**config.mk**
```make
export PLATFORM = sky130hd
export DESIGN_NAME = raster_sync_gen
export DESIGN_NICKNAME = d
export VERILOG_FILES = /design/src/rtl/raster_pkg.sv /design/src/rtl/raster_span.sv /design/src/rtl/raster_regs.sv /design/src/rtl/raster_frame_ctr.sv /design/src/rtl/raster_sync_gen.sv
export SDC_FILE = /design/constraint.sdc
export NUM_CORES = 1
export LEC_CHECK = 0
export CORE_MARGIN = 1
export CORE_UTILIZATION = 55
export CTS_BUF_LIST = sky130_fd_sc_hd__clkbuf_16
export DETAILED_ROUTE_END_ITERATION = 6
export DONT_BUFFER_PORTS = 1
export PLACE_DENSITY = 0.7
export SKIP_LAST_GASP = 1
export SLEW_MARGIN = 20
export SYNTH_ARGS = -nofsm -noshare
export SYNTH_HDL_FRONTEND = slang
export SYNTH_SLANG_ARGS = --single-unit
```
**constraint.sdc**
```tcl
create_clock -name clk -period 3 [get_ports clk]
set_input_delay 0.75 -clock clk [delete_from_list [all_inputs] [get_ports clk]]
set_output_delay 0.75 -clock clk [all_outputs]
set_load 0.05 [all_outputs]
```
**src/rtl/raster_pkg.sv**
```systemverilog
package raster_pkg;

  localparam int COORD_W = 13;
  localparam int ADDR_W  = 8;
  localparam int DATA_W  = 32;

  localparam int FLD_X   = 0;
  localparam int FLD_Y   = 16;
  localparam int FLD_POL = 31;
  localparam int FLD_RUN = 0;

  localparam logic [ADDR_W-1:0] OFS_CTRL   = 8'h00;
  localparam logic [ADDR_W-1:0] OFS_EXTENT = 8'h10;
  localparam logic [ADDR_W-1:0] OFS_HSYNC  = 8'h20;
  localparam logic [ADDR_W-1:0] OFS_VSYNC  = 8'h30;
  localparam logic [ADDR_W-1:0] OFS_WIN_UL = 8'h40;
  localparam logic [ADDR_W-1:0] OFS_WIN_LR = 8'h50;

  typedef logic [COORD_W-1:0] coord_t;

  typedef struct packed {
    coord_t first;
    coord_t last;
    logic   pol;
  } pulse_t;

  typedef struct packed {
    coord_t last_x;
    coord_t last_y;
    pulse_t hs;
    pulse_t vs;
    coord_t ul_x;
    coord_t ul_y;
    coord_t lr_x;
    coord_t lr_y;
    logic   win_pol;
  } timing_t;

endpackage

```
**src/rtl/raster_span.sv**
```systemverilog
module raster_span
  import raster_pkg::*;
(
  input  coord_t pos,
  input  coord_t first,
  input  coord_t last,
  output logic   hit
);

  always_comb begin
    if (first <= last) hit = (pos >= first) && (pos <= last);
    else               hit = (pos >= first) || (pos <= last);
  end

endmodule

```
**src/rtl/raster_regs.sv**
```systemverilog
module raster_regs
  import raster_pkg::*;
#(
  parameter int AW = ADDR_W,
  parameter int DW = DATA_W
) (
  input  logic          clk,
  input  logic          rst,
  input  logic          wr_en,
  input  logic [AW-1:0] wr_addr,
  input  logic [DW-1:0] wr_data,
  output logic          run,
  output timing_t       pend
);

  localparam logic [AW-1:0] A_CTRL   = AW'(OFS_CTRL);
  localparam logic [AW-1:0] A_EXTENT = AW'(OFS_EXTENT);
  localparam logic [AW-1:0] A_HSYNC  = AW'(OFS_HSYNC);
  localparam logic [AW-1:0] A_VSYNC  = AW'(OFS_VSYNC);
  localparam logic [AW-1:0] A_WIN_UL = AW'(OFS_WIN_UL);
  localparam logic [AW-1:0] A_WIN_LR = AW'(OFS_WIN_LR);

  coord_t fx, fy;
  logic   fpol;
  wire    unused_bits = ^wr_data;

  assign fx   = wr_data[FLD_X +: COORD_W];
  assign fy   = wr_data[FLD_Y +: COORD_W];
  assign fpol = wr_data[FLD_POL];

  always_ff @(posedge clk) begin
    if (rst) begin
      run  <= 1'b0;
      pend <= '0;
    end else if (wr_en) begin
      case (wr_addr)
        A_CTRL:   run <= wr_data[FLD_RUN];
        A_EXTENT: begin
          pend.last_x <= fx;
          pend.last_y <= fy;
        end
        A_HSYNC:  pend.hs <= '{first: fx, last: fy, pol: fpol};
        A_VSYNC:  pend.vs <= '{first: fx, last: fy, pol: fpol};
        A_WIN_UL: begin
          pend.ul_x    <= fx;
          pend.ul_y    <= fy;
          pend.win_pol <= fpol;
        end
        A_WIN_LR: begin
          pend.lr_x <= fx;
          pend.lr_y <= fy;
        end
        default: ;
      endcase
    end
  end

endmodule

```
**src/rtl/raster_frame_ctr.sv**
```systemverilog
module raster_frame_ctr
  import raster_pkg::*;
(
  input  logic    clk,
  input  logic    rst,
  input  logic    run,
  input  timing_t pend,
  output coord_t  cx,
  output coord_t  cy,
  output timing_t act
);

  logic end_of_line, end_of_frame;

  assign end_of_line  = (cx == act.last_x);
  assign end_of_frame = end_of_line && (cy == act.last_y);

  always_ff @(posedge clk) begin
    if (rst) begin
      cx  <= '0;
      cy  <= '0;
      act <= '0;
    end else if (!run) begin
      cx  <= '0;
      cy  <= '0;
      act <= pend;
    end else if (end_of_line) begin
      cx <= '0;
      if (end_of_frame) begin
        cy  <= '0;
        act <= pend;
      end else begin
        cy <= cy + 1'b1;
      end
    end else begin
      cx <= cx + 1'b1;
    end
  end

endmodule

```
**src/rtl/raster_sync_gen.sv**
```systemverilog
module raster_sync_gen
  import raster_pkg::*;
#(
  parameter int AW = ADDR_W,
  parameter int DW = DATA_W
) (
  input  logic               clk,
  input  logic               rst,
  input  logic               wr_en,
  input  logic [AW-1:0]      wr_addr,
  input  logic [DW-1:0]      wr_data,
  output logic               hsync,
  output logic               vsync,
  output logic               de,
  output logic [COORD_W-1:0] pix_x,
  output logic [COORD_W-1:0] pix_y
);

  localparam int NSPAN  = 4;
  localparam int SP_HS  = 0;
  localparam int SP_VS  = 1;
  localparam int SP_WX  = 2;
  localparam int SP_WY  = 3;

  logic    run;
  timing_t pend;
  timing_t act;
  coord_t  cx, cy;

  coord_t            sp_pos   [NSPAN];
  coord_t            sp_first [NSPAN];
  coord_t            sp_last  [NSPAN];
  logic [NSPAN-1:0]  sp_hit;

  raster_regs #(.AW(AW), .DW(DW)) u_regs (
    .clk     (clk),
    .rst     (rst),
    .wr_en   (wr_en),
    .wr_addr (wr_addr),
    .wr_data (wr_data),
    .run     (run),
    .pend    (pend)
  );

  raster_frame_ctr u_ctr (
    .clk  (clk),
    .rst  (rst),
    .run  (run),
    .pend (pend),
    .cx   (cx),
    .cy   (cy),
    .act  (act)
  );

  always_comb begin
    sp_pos[SP_HS]   = cx;       sp_first[SP_HS] = act.hs.first; sp_last[SP_HS] = act.hs.last;
    sp_pos[SP_VS]   = cy;       sp_first[SP_VS] = act.vs.first; sp_last[SP_VS] = act.vs.last;
    sp_pos[SP_WX]   = cx;       sp_first[SP_WX] = act.ul_x;     sp_last[SP_WX] = act.lr_x;
    sp_pos[SP_WY]   = cy;       sp_first[SP_WY] = act.ul_y;     sp_last[SP_WY] = act.lr_y;
  end

  for (genvar i = 0; i < NSPAN; i++) begin : g_span
    raster_span u_span (
      .pos   (sp_pos[i]),
      .first (sp_first[i]),
      .last  (sp_last[i]),
      .hit   (sp_hit[i])
    );
  end

  always_ff @(posedge clk) begin
    if (rst) begin
      pix_x <= '0;
      pix_y <= '0;
      hsync <= 1'b1;
      vsync <= 1'b1;
      de    <= 1'b1;
    end else if (!run) begin
      pix_x <= '0;
      pix_y <= '0;
      hsync <= ~act.hs.pol;
      vsync <= ~act.vs.pol;
      de    <= ~act.win_pol;
    end else begin
      pix_x <= cx;
      pix_y <= cy;
      hsync <= sp_hit[SP_HS] ~^ act.hs.pol;
      vsync <= sp_hit[SP_VS] ~^ act.vs.pol;
      de    <= (sp_hit[SP_WX] & sp_hit[SP_WY]) ~^ act.win_pol;
    end
  end

endmodule

```
Yosys cells after proc, flatten, opt, wreduce, memory -nomap -nowiden:

Cells that the tools add are included.

* flip-flop bits (word level): 322
* latch bits: 0
* RAM bits: 0
* memory bits (read-only): 0
* bits of input ports: 43
* output and inout bits: 29
* word-level logic and storage cells: 95
* memories kept: 0

* add/sub/neg operators: 2
* $mul: 0
* div/mod/pow operators: 0
* magnitude comparators: 12
* equal/unequal tests: 9
* shift operators: 0
* multiplexer cells: 11
* bitwise operators: 8
* reductions and logical operators: 19

Operators by type and width (number)
* 133-bit 2-to-1 mux: 3
* 13-bit <= comparator: 8
* 13-bit greater-or-equal comparator: 4
* 13-bit by 1-bit adder with 13-bit output (second input constant): 2
* 13-bit == test: 2
* 8-bit by 6-bit == test with 1-bit output (second input constant): 2
* 8-bit by 7-bit == test with 1-bit output (second input constant): 2
* 2-bit AND reduction: 7
* 13-bit 2-to-1 mux: 1
* 8-bit by 5-bit == test with 1-bit output (second input constant): 1
* 8-bit logical NOT: 1
* 1-bit 2-to-1 mux: 7
* 1-bit logical AND: 5
* 1-bit logical OR: 4
* 2-bit by 1-bit inequality test with 1-bit output (second input constant): 2
* 1-bit NOT: 4
* 3-bit OR reduction: 1
* 1-bit XNOR: 3
* 2-bit OR reduction: 1
* 1-bit AND: 1

Longest topological paths before layout:

Gate-level depths: netlist (run 1).

* depth after elaboration: 6
* depth in mapped cells: 11
* gate-level depth less buffers: 10

Modules after synthesis:

From an unflattened synthesis (run 1), not the netlist that was laid out.

* cell total of the unflattened synthesis: 1763
* area, all modules: 16642.2 um^2

Modules (own cells, without submodules)
* raster_frame_ctr: instances 1, cells an instance 741, area an instance 6643.9 um^2, seq. area each 3183.1 um^2
* raster_regs: instances 1, cells an instance 474, area an instance 5411.4 um^2, seq. area each 2682.6 um^2
* raster_span: instances 4, cells an instance 120, area an instance 928.4 um^2, seq. area each 0.0 um^2
* raster_sync_gen: instances 1, cells an instance 68, area an instance 873.3 um^2, seq. area each 580.6 um^2

Worst setup path before layout (run 1):

OpenSTA, ideal clock, no wires.

* kind: register to register
* start: register u_ctr.cx[7]
* end: register hsync
* data arrival time: 2.495 ns
* required time: 2.868 ns
* slack: 0.373 ns
* cell stages (with the launch flop): 10
* path buffers: 0
* path through: dfxtp_1 > ha_1 > and4_1 > nand3_1 > a21oi_1 > a211o_1 > o22a_1 > a2111oi_0 > nor3_1 > or3b_2

* word-level cells in the longest chain between the ends: 5
* elaborated cells on any way between the ends: 7
* classes of those cells: order compare (2); mux (2); bitwise (1); reduce/logical (2)

Ends and longest elaborated chain
* start, declared: line raster_frame_ctr.sv:8 `output coord_t cx,`
* start signal, assigned: line raster_frame_ctr.sv:36 `cx <= cx + 1'b1;`
* 13-bit greater-or-equal comparator or 13-bit <= comparator (tied branches): line raster_span.sv:11, raster_span.sv:12
* 1-bit logical OR or 1-bit logical AND (tied branches): line raster_span.sv:12, raster_span.sv:11
* 1-bit 2-to-1 mux (*): line raster_span.sv:11 `if (first <= last) hit = (pos >= first) && (pos <= last);`
* 1-bit XNOR (*): line raster_sync_gen.sv:87 `hsync <= sp_hit[SP_HS] ~^ act.hs.pol;`
* 1-bit 2-to-1 mux (*): line raster_sync_gen.sv:78 `end else if (!run) begin`
* end signal, assigned: line raster_sync_gen.sv:81 `hsync <= ~act.hs.pol;`
* end signal, assigned: line raster_sync_gen.sv:87
* end, declared: line raster_sync_gen.sv:12 `output logic hsync,`

Mark *: on every way between the ends. The rest lies on a longest branch, timed or not.
A chain may end at the register's enable or synchronous reset.

Worst setup path after layout (run 1):

* start: register u_ctr.cy[0]
* end: register de

* word-level cells in the longest chain between the ends: 6
* elaborated cells on any way between the ends: 8
* classes of those cells: order compare (2); mux (2); bitwise (2); reduce/logical (2)

Ends and longest elaborated chain
* start, declared: line raster_frame_ctr.sv:9 `output coord_t cy,`
* start signal, assigned: line raster_frame_ctr.sv:33 `cy <= cy + 1'b1;`
* 13-bit greater-or-equal comparator or 13-bit <= comparator (tied branches): line raster_span.sv:11, raster_span.sv:12
* 1-bit logical OR or 1-bit logical AND (tied branches): line raster_span.sv:12, raster_span.sv:11
* 1-bit 2-to-1 mux (*): line raster_span.sv:11
* 1-bit AND (*): line raster_sync_gen.sv:89 `de <= (sp_hit[SP_WX] & sp_hit[SP_WY]) ~^ act.win_pol;`
* 1-bit XNOR (*): line raster_sync_gen.sv:89
* 1-bit 2-to-1 mux (*): line raster_sync_gen.sv:78
* end signal, assigned: line raster_sync_gen.sv:83 `de <= ~act.win_pol;`
* end signal, assigned: line raster_sync_gen.sv:89
* end, declared: line raster_sync_gen.sv:14 `output logic de,`

Marked as above.

==> results of run 1 <==
-- layer usage --
layer  GRT usage [%]  vias up  share of wire (%)  wire [um]
met5               0        -                  0          0
met1            37.7     5676                 46      17600
li1                -     6108                  -          -
met3            5.53       71                6.8       2610
met4            8.70        0                2.7       1020
met2            44.2      286                 44      17000
-- registers in the layout (all words and copies together) (netlist names) --
signal and cells:
vsync 1, hsync 1, u_ctr.cy 13, de 1, pix_y 13, u_regs.pend 133, u_regs.run 1, u_ctr.cx 13
u_ctr.act 133, pix_x 13
-- power groups by stage --
stage | Combinational, W | Clock (W) | Sequential, W
after floorplan | 0.0000697 | 0 | 0.00438
after global placement | 0.0000272 | 0 | 0.00438
after detailed placement | 0.0000281 | 0 | 0.00438
after CTS | 0.0000283 | 0.00412 | 0.00428
after global routing | 0.0000314 | 0.00429 | 0.00428
final | 0.0000285 | 0.00406 | 0.00428
-- layout make-up --
type                       instances  area share (%)
antenna                            1          0.0151
clock buffer                      37            5.60
clock inverter                    22           0.878
inverter                         108            2.45
multi-input combinational       1315            47.1
sequential                       322            39.0
tap                              341            2.58
timing repair buffer              46            2.32
-- worst max-delay path by stage --
stage / startpoint / endpoint
after floorplan: u_ctr.cx[7] / hsync
after global placement: u_ctr.cy[0] / de
after detailed placement: u_ctr.cy[6] / de
after CTS: u_ctr.cy[6] / de
after global routing: u_ctr.cx[1] / hsync
final: u_ctr.cy[0] / de
-- critical path, cell delays in order (launching register included) --
cell and delay [ns]:
sky130_fd_sc_hd__dfxtp_1 0.42, sky130_fd_sc_hd__inv_1 0.17, sky130_fd_sc_hd__ha_1 0.30, sky130_fd_sc_hd__nor2b_1 0.14, sky130_fd_sc_hd__o21ai_0 0.12, sky130_fd_sc_hd__a211o_1 0.32, sky130_fd_sc_hd__a21oi_1 0.19, sky130_fd_sc_hd__o21ai_0 0.13
sky130_fd_sc_hd__maj3_1 0.47, sky130_fd_sc_hd__a311oi_1 0.32, sky130_fd_sc_hd__a41oi_1 0.07
-- kinds of logic after synthesis --
logic type,count (synthesis)
XOR/XNOR,49
AO/OA/AOI/OAI,363
flip-flops,322
adder cells (fa/ha/maj),160
AND/OR/NAND/NOR,711
multiplexers,32
buffers and inverters,193
-- through the flow --
step	worst slack, ns	area, um2	utilization [%]	total power (W)	instances
global placement	0.326	15500	57.5	0.00440	2132
CTS	0.238	16500	61.5	0.00843	2191
floorplan	0.373	15000	-	0.00444	1830
detailed placement	0.263	15500	57.5	0.00440	2132
global route	0.0495	16500	61.5	0.00860	2191
finish	0.206	16500	61.5	0.00836	2192
-- placed cells by master, fill, tap and decap left out, drive strengths merged, types with 3 or more instances in the layout --
cell type,count
dfxtp,322
o21ai,23
nor3,8
nor4,7
nand3,34
clkinv,8
o211ai,3
a2111oi,4
nor2,281
and3,11
nand4,23
nand2b,5
a21oi,275
and4,6
a211o,4
clkbuf,37
buf,46
and2,25
a311oi,3
xor2,30
xnor2,19
a211oi,9
a21o,18
nor2b,15
inv,120
o21a,4
ha,158
mux2i,32
nand2,290
==> run metrics, run 1 <==
mean routed wirelength per cell=17.4 um; clk_lat worst skew=0.51 ns; combinational share of power=0.3%; area grow syn2layout=10.0%; number of vias after detailed routing=12,100; TritonCTS clock tree=built; worst reg2reg path depth=10; cts bufs inserted=34; DRC violation total after the first TritonRoute iteration=1,007; leading register cell type out of synthesis=sky130_fd_sc_hd__dfxtp_1; Mean Syn Cell Area=8.21 um2; register area=6450 um2; hpwl dp=26,300 um; number of instances on the worst hold path=1; global-route wire length before repair=61,100 um; Max Clk Rate=358 MHz; Max Buffers Root-to-Sink=3; share of power burned in the clock network=48.5%; CP Data Required Time=3.37 ns; synth top area cells=sky130_fd_sc_hd__dfxtp_1, sky130_fd_sc_hd__ha_1, sky130_fd_sc_hd__a21oi_1; clock skew after layout=0.0117 ns; initial antenna violation count=1; filler instances=2,417; Die Y=167 um; number of vias per cell after detailed routing=5.54; Starting Density=55.9%; cell row count=60; total die area=28,000 um2; total congestion overflow after global routing=0; top cell types by occurrence after synthesis=sky130_fd_sc_hd__dfxtp_1, sky130_fd_sc_hd__nand2_1, sky130_fd_sc_hd__nor2_1, sky130_fd_sc_hd__a21oi_1, sky130_fd_sc_hd__ha_1; period utilization=93.1%; share of the synthesized area in compound gates (AO/OA/AOI/OAI)=13.4%; total leakage power=6.65 nW; TritonCTS Sinks=322; final sum of negative setup slack=0 ns; VDD IR-drop max=0.373 mV; # nets final=2,028; Worst Max-Slew Pin Slew=0.749 ns; Post-CTS Resized=0; RSZ-0062 raised after global routing=no; worst max-slew margin expressed relative to the limit=50.1%; arithmetic-cell share of the synthesized area counting full adders, half adders and majority gates=13.3%; worst reg2reg startpoint=u_ctr.cy[0]; Max Slew Vio Count=0; dominant combinational cell family by area after synthesis=simple AND/OR/NAND/NOR gates; worst setup path class=flip-flop to flip-flop; async set-reset flop share out of synthesis=0%; number of port buffers=0; pwr dens=506 nW/um2; final critical-path required period=2.79 ns; share of total power in sequential cells=51.2%; via count of the first global-routing pass=11,700; data arrival time of the worst path=3.17 ns; cell type with the highest aggregate area in the netlist=sky130_fd_sc_hd__dfxtp_1; hold crit path type=primary input to flip-flop; synthesized area=15,000 um2; post-synthesis simple-gate area fraction=20.0%; portion of the post-synthesis area used by sequential elements=42.9%; gr usage total=27.7%; XOR/XNOR share of the synthesized area=2.86%; final count of hold timing violations=0; distinct cell type count of the synthesized netlist=52; fraction of final layout cells with drive strength greater than 1=5.14%; Final GP Congestion=0.878; hold bufs inserted after CTS=0; most frequent cell after synthesis=sky130_fd_sc_hd__dfxtp_1; Die Wd=167 um; num ports=72; number of warnings issued by yosys=0; synthesized instance count=1,830; share of the synthesized area in the top cell type=42.9%; Setup Fix Bufs, Post-CTS=0; Cell Int Power=0.00667 W; area of the core=26,900 um2; footprint of the multi-input gates=7790 um2; remaining antenna violation count after routing=0; switching component of the power=0.00169 W; Setup crit start kind=flip-flop; worst hold margin=0.320 ns; Max-cap violations=0; number of H-tree branching levels=2; critical-path maximum fanout=5; status=complete, no violations; post-synthesis mux area share=2.13%; post-detailed-route DRC marker count=0; reg-to-reg setup timing slack=0.21 ns; kind of end point of the critical path=flip-flop; Post-synth EDFFs=0; Worst Min Path Start=rst; clk slew on worst S/H paths=0.06 ns; setup violation total in the final timing report=0; worst r2r dst=de; root buf cell=sky130_fd_sc_hd__clkbuf_16; Worst Hold Endpoint=u_regs.pend[38]; pin count of the biggest net entering global routing=276; number of detailed-route iterations in the first pass=5; Detailed Route WL=38,200 um; Sw Share=20.2%; flops & latches, synth=322; Mapped Nets=2,031
(Power assumes the default switching activity.)
==> inputs of run 2 (changes only) <==
--- a/config.mk
+++ b/config.mk
@@ -9,8 +9,7 @@
 export CORE_UTILIZATION = 55
 export CTS_BUF_LIST = sky130_fd_sc_hd__clkbuf_16
 export DETAILED_ROUTE_END_ITERATION = 6
-export DONT_BUFFER_PORTS = 1
-export PLACE_DENSITY = 0.7
+export PLACE_DENSITY = 0.77
 export SKIP_LAST_GASP = 1
 export SLEW_MARGIN = 20
 export SYNTH_ARGS = -nofsm -noshare
==> constraint.sdc (replaced) <==
create_clock -name clk -period 2.3 [get_ports clk]
set_input_delay 0.575 -clock clk [delete_from_list [all_inputs] [get_ports clk]]
set_output_delay 0.575 -clock clk [all_outputs]
set_load 0.05 [all_outputs]
==> run metrics, run 2 (synthesis results as in run 1) <==
status=complete, but fails checks; failing checks=setup timing; clk_lat worst skew=0.57 ns; number of H-tree branching levels=1; worst hold margin=0.351 ns; area grow syn2layout=28.3%; pin count of the biggest net entering global routing=111; number of vias after detailed routing=13,800; area of the core=26,900 um2; RSZ-0062 raised after global routing=yes; root buf cell=sky130_fd_sc_hd__clkbuf_16; Die Wd=167 um; final critical-path required period=2.58 ns; cell row count=60; Final GP Congestion=0.914; TritonCTS Sinks=322; Max Clk Rate=387 MHz; worst reg2reg startpoint=u_ctr.cx[8]; setup violation total in the final timing report=146; fraction of the core area covered by cells at the end of the flow=71.7%; Max Slew Vio Count=0; Max Buffers Root-to-Sink=3; period utilization=112%; gr usage total=30.6%; number of vias per cell after detailed routing=5.74; number of port buffers=66; pwr dens=548 nW/um2; Detailed Route WL=44,900 um; total leakage power=7.87 nW; number of detailed-route iterations in the first pass=5; Die Y=167 um; Starting Density=55.9%; source of the critical timing path=u_ctr.cx[8]; Setup crit start kind=flip-flop; total congestion overflow after global routing=0; fraction of final layout cells with drive strength greater than 1=17.1%; CP max stage delay=0.41 ns; global-route wire length before repair=68,100 um; Max-cap violations=0; hpwl dp=29,100 um; # nets final=2,239; initial antenna violation count=1; placed instance area=17,300 um2; worst max-slew margin expressed relative to the limit=59.7%; min setup slack post-route=-0.282 ns; post-detailed-route DRC marker count=0; number of instances on the worst hold path=2; clk slew on worst S/H paths=0.06 ns; DRC violation total after the first TritonRoute iteration=1,055; total die area=28,000 um2; critical-path maximum fanout=4; worst setup path class=flip-flop to flip-flop; clock skew after layout=0.0134 ns; CP Cell Sequence=buf_4 > buf_12 > ha_4 > and4_4 > nand3_2 > a21oi_1 > a211o_1 > o22a_1 > a2111oi_4 > nor3_2 > or3b_4; via count of the first global-routing pass=13,300; kind of end point of the critical path=flip-flop; slowest stage cell, crit path=sky130_fd_sc_hd__a2111oi_4; VDD IR-drop max=0.529 mV; Worst Min Path Start=rst; most frequent standard cell in the layout excluding fill and tap cells=sky130_fd_sc_hd__dfxtp_1; final standard cell area without fillers=19,300 um2; remaining antenna violation count after routing=0; commonest cells after routing, fill and taps aside=sky130_fd_sc_hd__dfxtp_1, sky130_fd_sc_hd__nand2_1, sky130_fd_sc_hd__nor2_1; num ports=72; antenna cells=0; Worst Max-Slew Pin Slew=0.604 ns; TritonCTS clock tree=built; final count of hold timing violations=0; mean routed wirelength per cell=18.7 um; hold bufs inserted after CTS=0; hold crit path type=primary input to flip-flop; registers with the most flip-flops=u_ctr.act (133), u_regs.pend (133); worst reg2reg path depth=11; data arrival time of the worst path=3.03 ns; cts bufs inserted=31; CP Data Required Time=2.75 ns; filler instances=1,932
==> run 2: changes by cell type in the layout (fill, tap and decap cells not counted), sizes merged, moves of 4 or more <==
cell | previous run | this run
buf | 46 | 190
clkdlybuf4s50 | 0 | 61
clkinv | 8 | 14
dlygate4sd2 | 0 | 4
inv | 120 | 116
==> run 2: path summary, 6_finish.rpt <==
kind / endpoint / slack [ns]
worst max-delay path: hsync / -0.28
worst min-delay path: u_regs.pend[55] / 0.35
worst max register to register: hsync / -0.28
worst min register to register: u_regs.pend[8] / 0.45
==> run 2: metal layers <==
| metal | wire length (um) | track usage, % | vias up |
|---|---|---|---|
| met5 | 0 | 0 | - |
| met4 | 1820 | 12.6 | 0 |
| met3 | 3670 | 4.44 | 142 |
| met1 | 18300 | 39.0 | 6553 |
| li1 | - | - | 6543 |
| met2 | 21200 | 51.9 | 554 |
==> run 2: timing repair <==
| item | 4_1_cts | 5_1_grt |
|---|---|---|
| pin swaps | 26 | 45 |
| endpoints found under the setup margin | 147 | 151 |
| cloned | 5 | 5 |
| setup buffers | 12 | 11 |
| gates resized for setup | 61 | 74 |
==> run 2: cell type report <==
type | instances | area [um2] | share of cell area (%)
Clock buffer | 31 | 776 | 4.02
Clock inverter | 24 | 136 | 0.708
Inverter | 108 | 408 | 2.12
Multi-Input combinational cell | 1315 | 8340 | 43.3
Sequential cell | 322 | 6510 | 33.8
Tap cell | 341 | 427 | 2.21
Timing Repair Buffer | 260 | 2680 | 13.9
==> run 2: worst max-delay path: cells and delay by family (launching register included) <==
kind,cells,cell delay [ns]
buffers and inverters,2,0.26
AOI/OAI and AO/OA,4,0.93
DFF,1,0.36
and+or+nand+nor,4,0.71
adders and majority gates,1,0.21
==> run 2: stage by stage <==
stage	setup slack (ns)	cells	setup TNS [ns]	total power [W]
final	-0.282	2401	-21.74	0.0106
after global routing	-0.389	2401	-41.29	0.0108
after CTS	-0.154	2385	-9.71	0.0106
after detailed placement	-0.293	2314	-19.62	0.00597
after global placement	-0.202	2314	-14.17	0.00597
after floorplan	0.00578	1830	0	0.00579
==> run 2: power by group <==
part	total [W]	leakage, nW	internal [W]	switching, W
clock	0.00471	0.481	0.00254	0.00217
sequential	0.00557	2.61	0.00557	0.00000256
combinational	0.000279	4.77	0.0000896	0.000190
==> inputs of run 3 (changes only) <==
--- a/config.mk
+++ b/config.mk
@@ -7,7 +7,7 @@
 export LEC_CHECK = 0
 export CORE_MARGIN = 1
 export CORE_UTILIZATION = 55
-export CTS_BUF_LIST = sky130_fd_sc_hd__clkbuf_16
+export CTS_BUF_LIST = sky130_fd_sc_hd__clkbuf_8
 export DETAILED_ROUTE_END_ITERATION = 6
 export PLACE_DENSITY = 0.77
 export SKIP_LAST_GASP = 1
==> run metrics, run 3 (synthesis results as in run 1) <==
pwr dens=538 nW/um2; post-detailed-route DRC marker count=0; switching component of the power=0.00248 W; cell class contributing the biggest share of worst-path delay=simple AND/OR/NAND/NOR gates; number of H-tree branching levels=2; Cell Int Power=0.00820 W; share of total power in sequential cells=52.2%; status=complete, but fails checks; area of the core=26,900 um2; Max Buffers Root-to-Sink=3; hold bufs inserted after CTS=0; global-route wire length before repair=67,300 um; period utilization=111%; Setup crit start kind=flip-flop; hpwl dp=29,100 um; worst max-slew margin expressed relative to the limit=60.4%; share of power burned in the clock network=45.2%; most frequent standard cell in the layout excluding fill and tap cells=sky130_fd_sc_hd__dfxtp_1; slowest stage cell, crit path=sky130_fd_sc_hd__dfxtp_4; Worst Hold Endpoint=u_regs.pend[107]; worst r2r dst=u_ctr.act[44]; min setup slack post-route=-0.262 ns; antenna cells=0; initial antenna violation count=0; worst reg2reg startpoint=u_ctr.cx[11]; area grow syn2layout=32.2%; final sum of negative setup slack=-12.83 ns; Sw Share=23.2%; TritonCTS Sinks=322; worst hold margin=0.334 ns; number of instances in the placed design=2,314; failing checks=setup timing; stages on the worst setup path=11; kind of end point of the critical path=flip-flop; mean routed wirelength per cell=19.0 um; cts bufs inserted=49; final critical-path required period=2.56 ns; post-route non-filler standard cell count=2,447; CP Cell Sequence=xor2_2 > nor4_2 > nand4_1 > nor4_4 > a41o_4 > buf_12 > buf_8 > buf_16 > nor2_1 > a21oi_1 > nor2_1; root buf cell=sky130_fd_sc_hd__clkbuf_8; worst setup path class=flip-flop to flip-flop; total congestion overflow after global routing=0; Die Y=167 um; clock skew after layout=0.0188 ns; Max-cap violations=0; data arrival time of the worst path=3.00 ns; worst path bufs/invs=3; Starting Density=55.9%; Crit path top cell by count=sky130_fd_sc_hd__nor2_1; Worst Max-Slew Pin Slew=0.592 ns; fraction of final layout cells with drive strength greater than 1=21.1%; clk_lat worst skew=0.59 ns; Final GP Congestion=0.914; DRC violation total after the first TritonRoute iteration=1,239; gr usage total=30.2%; critical-path maximum fanout=8; VDD IR-drop max=0.431 mV; # nets final=2,270; commonest cells after routing, fill and taps aside=sky130_fd_sc_hd__dfxtp_1, sky130_fd_sc_hd__nand2_1, sky130_fd_sc_hd__nor2_1; remaining antenna violation count after routing=0; hold crit path type=primary input to flip-flop; pin count of the biggest net entering global routing=111; Max Slew Vio Count=0; number of detailed-route iterations in the first pass=5; CP max stage delay=0.37 ns; RSZ-0062 raised after global routing=yes; Die Wd=167 um; cell row count=60; num ports=72; total leakage power=8.23 nW; final count of hold timing violations=0; Post-Place Worst Slack=-0.293 ns; worst reg2reg path depth=11; fraction of the core area covered by cells at the end of the flow=73.9%; Detailed Route WL=46,500 um; reg-to-reg setup timing slack=-0.26 ns; setup violation total in the final timing report=127; Max Clk Rate=390 MHz; number of vias after detailed routing=14,200; total die area=28,000 um2; TritonCTS clock tree=built; Worst Min Path Start=rst; number of vias per cell after detailed routing=5.81; number of port buffers=66; registers with the most flip-flops=u_ctr.act (133), u_regs.pend (133); clk slew on worst S/H paths=0.06 ns; CP Data Required Time=2.74 ns; number of instances on the worst hold path=2; combinational share of power=2.6%; via count of the first global-routing pass=13,400
run 3: area by class of cell:
cell class              instances  area [um2]
inverters                     108         408
multi-input cells            1315        8660
flip-flops and latches        322        6500
clock buffers                  62         853
well taps                     341         427
fillers                      1778        7020
repair buffers                273        2860
clock inverters                26         145
run 3: power groups by stage:
stage,clock (W),sequential (W),combinational (W)
2_1_floorplan,0,0.00570,0.0000916
5_1_grt,0.00511,0.00557,0.000289
3_5_place_dp,0,0.00570,0.000267
4_1_cts,0.00484,0.00558,0.000269
3_3_place_gp,0,0.00570,0.000265
6_report,0.00483,0.00557,0.000280
run 3: through the flow:
step | power [W] | instance area, um2
after CTS | 0.0107 | 18800
after global routing | 0.0110 | 19900
after global placement | 0.00597 | 17300
final | 0.0107 | 19900
after detailed placement | 0.00597 | 17300
after floorplan | 0.00579 | 15100
run 3: timing repair:
action	CTS	global route
gates cloned	4	10
pin swaps	28	45
resized for setup	63	162
buffers inserted	11	22
endpoints found under the setup margin	149	157
run 3: how the worst max path moves through the flow:
stage	start	to
after floorplan	u_ctr.cx[10]	hsync
after global placement	u_ctr.cx[1]	de
after detailed placement	u_ctr.cx[6]	hsync
after CTS	u_ctr.cx[0]	hsync
after global routing	u_ctr.cx[11]	u_ctr.act[44]
final	u_ctr.cx[11]	u_ctr.act[44]
run 3: per-layer routing:
| metal | wire length [um] | GRT usage (%) | vias to the layer above |
|---|---|---|---|
| met5 | 0 | 0 | - |
| li1 | - | - | 6603 |
| met4 | 1600 | 10.8 | 0 |
| met3 | 3890 | 4.54 | 142 |
| met1 | 18500 | 38.9 | 6810 |
| met2 | 22500 | 51.4 | 660 |
